### config.mk
export PLATFORM = sky130hd
export DESIGN_NAME = emb_frame_ser
export DESIGN_NICKNAME = d
export VERILOG_FILES = /design/src/rtl/fs_pkg.sv /design/src/rtl/fs_timer.sv /design/src/rtl/fs_capture.sv /design/src/rtl/fs_shifter.sv /design/src/rtl/emb_frame_ser.sv
export SDC_FILE = /design/constraint.sdc
export NUM_CORES = 1
export LEC_CHECK = 0
export BUFFER_PORTS_ARGS = -buffer_cell sky130_fd_sc_hd__buf_2
export CAP_MARGIN = 20
export CORE_MARGIN = 2
export CORE_UTILIZATION = 40
export DETAILED_ROUTE_END_ITERATION = 6
export PLACE_DENSITY = 0.56
export SETUP_SLACK_MARGIN = 0.4
export SLEW_MARGIN = 20
export SYNTH_ARGS = -nofsm -noshare
export SYNTH_HDL_FRONTEND = slang
export SYNTH_SLANG_ARGS = --single-unit
### constraint.sdc
create_clock -name clk -period 3.3 [get_ports clk]
set_input_delay 0.33 -clock clk [delete_from_list [all_inputs] [get_ports clk]]
set_output_delay 0.33 -clock clk [all_outputs]
set_load 0.05 [all_outputs]
### src/rtl/fs_pkg.sv
package fs_pkg;
  localparam int FS_DATA_W    = 10;
  localparam int FS_SYNC_HOLD = 5;
  typedef enum logic {CAP_FALL = 1'b0, CAP_RISE = 1'b1} cap_edge_e;
endpackage

### src/rtl/fs_timer.sv
module fs_timer #(
  parameter int FRAME_W = 12,
  localparam int CNT_W  = $clog2(FRAME_W),
  localparam int HALF   = FRAME_W / 2
) (
  input  logic             clk,
  input  logic             rst_n,
  output logic [CNT_W-1:0] slot,
  output logic             boundary,
  output logic             fall_pt,
  output logic             word_clk
);
  localparam logic [CNT_W-1:0] LAST = CNT_W'(FRAME_W - 1);
  localparam logic [CNT_W-1:0] MID  = CNT_W'(HALF - 1);

  logic [CNT_W-1:0] cnt;

  always_ff @(posedge clk or negedge rst_n) begin
    if (!rst_n) cnt <= '0;
    else if (cnt == LAST) cnt <= '0;
    else cnt <= cnt + CNT_W'(1);
  end

  assign slot     = cnt;
  assign boundary = (cnt == LAST);
  assign fall_pt  = (cnt == MID);
  assign word_clk = (cnt < CNT_W'(HALF));

  p_wrap_r1: assert property (@(posedge clk) disable iff (!rst_n)
    boundary |=> (slot == '0));
  p_step_r1: assert property (@(posedge clk) disable iff (!rst_n)
    !boundary |=> (slot == $past(slot) + CNT_W'(1)));
  p_wclk_r1: assert property (@(posedge clk) disable iff (!rst_n)
    boundary |=> $rose(word_clk));
endmodule

### src/rtl/fs_capture.sv
module fs_capture #(
  parameter int DATA_W    = 10,
  parameter int SYNC_HOLD = 5,
  localparam int SC_W     = $clog2(SYNC_HOLD + 1)
) (
  input  logic              clk,
  input  logic              rst_n,
  input  logic [DATA_W-1:0] par_data,
  input  logic              sync_req_a,
  input  logic              sync_req_b,
  input  logic              cap_rise,
  input  logic              boundary,
  input  logic              fall_pt,
  output logic [DATA_W-1:0] hold_word,
  output logic              train_go
);
  import fs_pkg::*;

  localparam logic [SC_W-1:0] HOLD = SC_W'(SYNC_HOLD);

  logic [SC_W-1:0] sc;
  logic [SC_W-1:0] sc_next;
  logic            sync_any;
  logic            cap_ev;
  cap_edge_e       edge_sel;

  function automatic logic [SC_W-1:0] next_count(input logic req, input logic [SC_W-1:0] c);
    if (!req) return '0;
    if (c >= HOLD) return HOLD;
    return c + SC_W'(1);
  endfunction

  assign edge_sel = cap_edge_e'(cap_rise);
  assign cap_ev   = (edge_sel == CAP_RISE) ? boundary : fall_pt;
  assign sync_any = sync_req_a | sync_req_b;
  assign sc_next  = next_count(sync_any, sc);
  assign train_go = (sc_next >= HOLD);

  always_ff @(posedge clk or negedge rst_n) begin
    if (!rst_n) begin
      sc        <= '0;
      hold_word <= '0;
    end else begin
      if (boundary) sc <= sc_next;
      if (cap_ev) hold_word <= par_data;
    end
  end

  p_release_r6: assert property (@(posedge clk) disable iff (!rst_n)
    (boundary && !sync_req_a && !sync_req_b) |-> !train_go);
  p_hold_stable_r7: assert property (@(posedge clk) disable iff (!rst_n)
    !cap_ev |=> $stable(hold_word));
  p_capture_r7: assert property (@(posedge clk) disable iff (!rst_n)
    cap_ev |=> (hold_word == $past(par_data)));
endmodule

### src/rtl/fs_shifter.sv
module fs_shifter #(
  parameter int DATA_W  = 10,
  localparam int FRAME_W = DATA_W + 2,
  localparam int CNT_W   = $clog2(FRAME_W),
  localparam int HALF    = FRAME_W / 2
) (
  input  logic              clk,
  input  logic              rst_n,
  input  logic              boundary,
  input  logic [CNT_W-1:0]  slot,
  input  logic [DATA_W-1:0] hold_word,
  input  logic              train_go,
  output logic              line
);
  localparam logic [CNT_W-1:0] LAST = CNT_W'(FRAME_W - 1);

  function automatic logic [FRAME_W-1:0] frame_of(input logic [DATA_W-1:0] d);
    return {1'b0, d, 1'b1};
  endfunction

  function automatic logic [FRAME_W-1:0] train_vec();
    logic [FRAME_W-1:0] v;
    for (int i = 0; i < FRAME_W; i++) v[i] = (i < HALF);
    return v;
  endfunction

  logic [FRAME_W-1:0] sr;

  always_ff @(posedge clk or negedge rst_n) begin
    if (!rst_n) sr <= frame_of('0);
    else if (boundary) sr <= train_go ? train_vec() : frame_of(hold_word);
    else sr <= {1'b0, sr[FRAME_W-1:1]};
  end

  assign line = sr[0];

  p_start_r2: assert property (@(posedge clk) disable iff (!rst_n)
    (slot == '0) |-> line);
  p_stop_r2: assert property (@(posedge clk) disable iff (!rst_n)
    (slot == LAST) |-> !line);
  p_train_frame_r4: assert property (@(posedge clk) disable iff (!rst_n)
    (boundary && train_go) |=> (sr == train_vec()));
  p_data_frame_r8: assert property (@(posedge clk) disable iff (!rst_n)
    (boundary && !train_go) |=> (sr[DATA_W:1] == $past(hold_word)));
endmodule

### src/rtl/emb_frame_ser.sv
module emb_frame_ser #(
  parameter int DATA_W    = fs_pkg::FS_DATA_W,
  parameter int SYNC_HOLD = fs_pkg::FS_SYNC_HOLD
) (
  input  logic              clk,
  input  logic              rst_n,
  input  logic [DATA_W-1:0] par_data,
  input  logic              sync_req_a,
  input  logic              sync_req_b,
  input  logic              cap_rise,
  input  logic              drv_en,
  input  logic              pll_ready,
  output logic              word_clk,
  output logic              ser_out,
  output logic              ser_oe
);
  localparam int FRAME_W = DATA_W + 2;
  localparam int CNT_W   = $clog2(FRAME_W);

  logic [CNT_W-1:0]  slot;
  logic              boundary;
  logic              fall_pt;
  logic [DATA_W-1:0] hold_word;
  logic              train_go;
  logic              line;

  fs_timer #(.FRAME_W(FRAME_W)) u_timer (
    .clk(clk), .rst_n(rst_n), .slot(slot), .boundary(boundary),
    .fall_pt(fall_pt), .word_clk(word_clk)
  );

  fs_capture #(.DATA_W(DATA_W), .SYNC_HOLD(SYNC_HOLD)) u_cap (
    .clk(clk), .rst_n(rst_n), .par_data(par_data), .sync_req_a(sync_req_a),
    .sync_req_b(sync_req_b), .cap_rise(cap_rise), .boundary(boundary),
    .fall_pt(fall_pt), .hold_word(hold_word), .train_go(train_go)
  );

  fs_shifter #(.DATA_W(DATA_W)) u_shf (
    .clk(clk), .rst_n(rst_n), .boundary(boundary), .slot(slot),
    .hold_word(hold_word), .train_go(train_go), .line(line)
  );

  assign ser_oe  = pll_ready & drv_en;
  assign ser_out = ser_oe & line;

  p_hiz_r9: assert property (@(posedge clk) disable iff (!rst_n)
    (!pll_ready || !drv_en) |-> (!ser_oe && !ser_out));
endmodule

Yosys cells after proc, flatten, opt, wreduce, memory -nomap -nowiden
Cells that the tools add are included.
Widths: inputs -> output; s select.
- register bits: 29
- bits of input ports: 17
- output and inout port bits: 3
- logic and storage cells: 24
- $add $sub $neg: 2
- order comparisons: 3
- equality and inequality tests: 2
- muxes and demuxes: 10
- bitwise operators: 3
- operators with widths (kind ; count):
    $mux 11 ; 2
    $mux 3 ; 4
    $ge 3x3->1 const B ; 2
    $add 4x1->4 const B ; 1
    $eq 4x3->1 const B ; 1
    $eq 4x4->1 const B ; 1
    $lt 4x3->1 const B ; 1
    $mux 4 ; 1
    $add 3x1->3 const B ; 1
    $mux 1 ; 3
    $and 1x1->1 ; 2
    $or 1x1->1 ; 1

Logic depth before layout (Yosys ltp)
- depth in word-level cells: 8
- gate-level depth with buffers: 7
- gate-level depth less buffers: 6

Modules after synthesis
A second synthesis with hierarchy kept.
- cells, all modules: 92
- area, all modules: 1228.7 sq um
- modules (own cells, without submodules) (module ; instances ; cells each ; area an instance (sq um) ; seq. area each (sq um)):
    fs_capture ; 1 ; 43 ; 599.3 ; 325.3
    fs_shifter ; 1 ; 28 ; 400.4 ; 276.5
    fs_timer ; 1 ; 19 ; 216.5 ; 100.1
    emb_frame_ser ; 1 ; 2 ; 12.5 ; 0.0

Worst setup path before layout
No wires, ideal clock.
- path kind: reg-to-output
- start point: reg u_timer.cnt[3], in the netlist u_timer.slot[3]
- end point: out word_clk
- data arrival time: 1195 ps
- required time: 2970 ps
- setup slack: 1775 ps
- cell stages (with the launch flop): 2
- buffers on the path: 0
- cell sequence: dfrtp_1 a21oi_1
- cells in the longest elaborated chain, start to end: 1
- RTL lines (item ; line ; RTL):
    from (decl) ; fs_timer.sv:16 ; logic [CNT_W-1:0] cnt;
    from (signal assigned) ; fs_timer.sv:21 ; else cnt <= cnt + CNT_W'(1);
    $lt 4x3->1 ; fs_timer.sv:27 ; assign word_clk = (cnt < CNT_W'(HALF));
    to (decl) ; emb_frame_ser.sv:13 ; output logic word_clk,
Every way passes these cells.

Worst setup path in the final report
- start point: reg u_timer.cnt[0], in the netlist u_timer.slot[0]
- end point: reg u_cap.hold_word[6]
- cells in the longest elaborated chain, start to end: 2
- elaborated cells between the ends (all ways): 3
- classes of those cells: 2 x eq/ne; 1 x mux
- RTL lines (item ; line ; RTL):
    $eq 4x3->1 / $eq 4x4->1 (equally long branches) ; fs_timer.sv:26, fs_timer.sv:25 ;
    $mux 1 (*) ; fs_capture.sv:34 ; assign cap_ev = (edge_sel == CAP_RISE) ? boundary : fall_pt;
    to (signal assigned) ; fs_capture.sv:45 ; if (cap_ev) hold_word <= par_data;
    to (decl) ; fs_capture.sv:14 ; output logic [DATA_W-1:0] hold_word,
Every way passes the cells marked *; elsewhere a longest branch is shown, timed or not.
A chain may end at the register's enable or synchronous reset.

==> results.md <==
- Hold Vio Cnt, Final: 3
- First-pass GRT wire length: 3350 um
- Post-CTS Hold Buffers: 0
- Initial DRT Pass Iterations: 5
- Ys flop type: dfrtp_1
- Clock Root Buffer: clkbuf_4
- Via density: 5.07
- Initial DRC Count: 18
- DRT Wirelength: 1880 um
- Share of cells above drive strength 1: 0.289
- Max incr delay on CP: 0.54 ns
- Post-cts sizing count: 0
- TritonCTS Buffers: 3
- Detail Placement HPWL: 1380 um
- Wire length per cell: 11.7 um
- Fin crit share: 0.582
- Clock power share: 0.229
- Largest family of logic cells by synthesized area: simple AND/OR/NAND/NOR gates
- Vias: 816
- Final setup fails: 0
- Status: complete, but fails checks
- Setup crit start kind: register
- Setup TNS: 0 ns
- Worst setup path class: reg -> reg
- WP data required: 3.52 ns
- Fin Clk Skew: 0.00162 ns
- Worst hold slack: -0.00272 ns
- Synth area leaders: dfrtp_1 (55%), mux2_2 (10%), nor2_1 (4.3%)
- Hold crit path type: in -> async
- Slew @ Worst Pin: 0.606 ns
- Power Total: 0.000608 W
- WP data arrival: 2.14 ns
- Max-slew violations: 0
- Gr ovfl total: 0
- Initial antenna violation count: 0
- Synth Area in XOR/XNOR: 0.00716
- Syn Inst Count: 109
- Post-synth ARST share: 1.00
- Pleak: 0.622 nW
- Final min period: 1.92 ns
- Crit-path max FO: 16
- Area Overhead vs Synth: 11.2%
- CP endpoint kind: register
- Synthesized-area fraction occupied by and/or/nand/nor cells: 0.148
- Pwr Density: 447 mW/mm^2
- IO Port Bufs: 19
- CP delay by family, top: simple AND/OR/NAND/NOR gates
- Post-synth EDFFs: 0
- Buf+Inv Stages, Crit Path: 0
- Largest net degree at the start of global routing: 29
- Top cell type's share of synthesized area: 0.552
- Critical-path top delay cell: and3b_1
- Logic pwr share: 0.125
- Internal power: 0.000459 W
- Sequential share of power: 0.647
- Fmax: 520 MHz
- Register area share after synthesis: 0.574
- Post-Syn Area: 0.00122 mm^2
- Latest clock arrival within the worst-skew pair: 0.32 ns
- TritonCTS clock tree: built
- Yosys top cell by area: dfrtp_1
- Psw: 0.000149 W
- Most frequent cell after synthesis: dfrtp_1
- Compound-Gate Fraction of Synth Area: 0.0961
- Cell variety after synth: 26
- Ant. Diodes: 0
- Relative slew slack: 0.596
- Syn_area_per_cell: 11.2 um^2
- Max clock buf depth: 2
- Vias in the first global route: 769
- Syn. warnings: 0
- Synth top cells by count: dfrtp_1 (27), nor2_1 (14), nand2_1 (12)
- Nets@finish: 150
- Worst reg2reg endpoint: u_cap.hold_word[6]
- Final ANT Viol Nets: 0
- I/O pins: 20
- R2r setup slk: 1.38 ns
- Sw frac: 0.245
- #FFs+latches synth: 28
- Max VDD drop: 0.000288 V
- Adder-cell share of the synthesized area: 0.0409
- Post-synthesis mux area share: 0.101
- Initial core utilization: 0.411
- Reg2reg path depth: 5
- Die Wd: 59.3 um
- GPL Wtd Cong: 0.722
- Clk slew on worst S/H paths: 0.13 ns
- H-tree depth: 1
- Syn_nets: 130
- Failing checks: hold timing
- Total track usage: 0.131
- Clock sinks: 28
- # rows: 20
- Die ar.: 0.00352 mm^2
- Core area: 0.00298 mm^2
- Drc violations: 0
- Filler cells: 299
- Max Cap Violations: 0
- RSZ-0062 raised after global routing: no
- Crit-path cells: ha_1, and3b_1, nand2_4, o21ai_4, mux2_2
- Post-CTS Setup Inserts: 0
- Chip height: 59.3 um
- Worst r2r src: u_timer.slot[0]
[cell families (layout without fill, tap and decap cells)]
family,Yosys count,in the layout
AO/OA/AOI/OAI,19,19
XOR/XNOR,1,1
adder cells (fa/ha/maj),4,4
buffers and inverters,8,27
flip-flops,28,28
multiplexers,11,11
AND/OR/NAND/NOR,38,38
[sequential cells by signal, summed over array words and instances, names as in the netlist]
| name | count |
|---|---|
| u_shf.sr | 11 |
| u_cap.hold_word | 10 |
| u_timer.slot | 4 |
| u_cap.sc | 3 |
[power by group through the flow]
stage / Sequential, W / Combinational, W / Clock, W
2_1_floorplan: 0.000396 / 0.0000521 / 0
3_3_place_gp: 0.000400 / 0.0000746 / 0
3_5_place_dp: 0.000400 / 0.0000775 / 0
4_1_cts: 0.000394 / 0.0000778 / 0.000150
5_1_grt: 0.000398 / 0.0000879 / 0.000166
6_report: 0.000393 / 0.0000757 / 0.000139
[worst register-to-register path: cells and delay by family, from the launching register on]
| kind | cells | cell delay [ns] |
|---|---|---|
| AND/OR/NAND/NOR | 2 | 0.64 |
| AO/OA/AOI/OAI | 1 | 0.16 |
| multiplexers | 1 | 0.39 |
| adder cells (fa/ha/maj) | 1 | 0.22 |
| flip-flops | 1 | 0.42 |
[per-stage QoR]
stage          worst slack, ns  std cells  hold WS (ns)  area (um^2)  utilization
2_1_floorplan             1.77        109        0.0344         1220            -
3_3_place_gp              1.39        157         0.383         1340        0.448
3_5_place_dp              1.37        157         0.380         1340        0.448
4_1_cts                   1.34        161        0.0130         1360        0.457
5_1_grt                   1.20        161       0.00462         1360        0.457
6_report                  1.38        161      -0.00272         1360        0.457
[cell usage in the layout, fill, tap and decap left out]
cell	netlist	layout
o21ai_0	6	6
nor2b_1	1	1
nand2_4	1	1
xnor2_1	1	1
o21ai_4	1	1
and2_1	1	1
dfrtp_1	27	27
nand2b_1	2	2
and3_1	2	2
and3b_1	1	1
dfstp_2	1	1
or2_1	1	1
nor3_1	1	1
inv_1	4	4
nand2_1	12	12
mux2_2	11	11
a31o_2	1	1
clkbuf_4	0	3
nor2_1	14	14
clkbuf_1	1	1
ha_1	4	4
a21oi_1	9	9
o41ai_1	1	1
buf_2	2	19
o221ai_1	1	1
nand3b_1	2	2
[metal layers]
metal | share of wire | global-route usage | vias to the layer above
li1 | - | - | 402
met1 | 0.50 | 0.170 | 392
met2 | 0.44 | 0.201 | 18
met3 | 0.047 | 0.0459 | 4
met4 | 0.015 | 0.0487 | 0
met5 | 0 | 0 | -
[how the worst max path moves through the flow]
stage | startpoint | slack (ns) | depth (start not counted) | end
final | u_timer.slot[0] | 1.38 | 5 | u_cap.hold_word[6]
after global routing | u_timer.slot[0] | 1.20 | 5 | u_cap.hold_word[7]
after CTS | u_timer.slot[0] | 1.34 | 5 | u_cap.hold_word[6]
after floorplan | u_timer.slot[3] | 1.77 | 1 | word_clk
after detailed placement | u_timer.slot[0] | 1.37 | 5 | u_cap.hold_word[6]
after global placement | u_timer.slot[1] | 1.39 | 5 | u_cap.hold_word[2]
[cell type report]
type | count | area (um^2) | area share
tap | 33 | 41.3 | 0.0303
clock buffer | 4 | 26.3 | 0.0193
multi-input combinational | 73 | 482 | 0.354
inverter | 4 | 15.0 | 0.0110
timing repair buffer | 19 | 95.1 | 0.0699
sequential | 28 | 702 | 0.516
(Power assumes the default switching activity.)
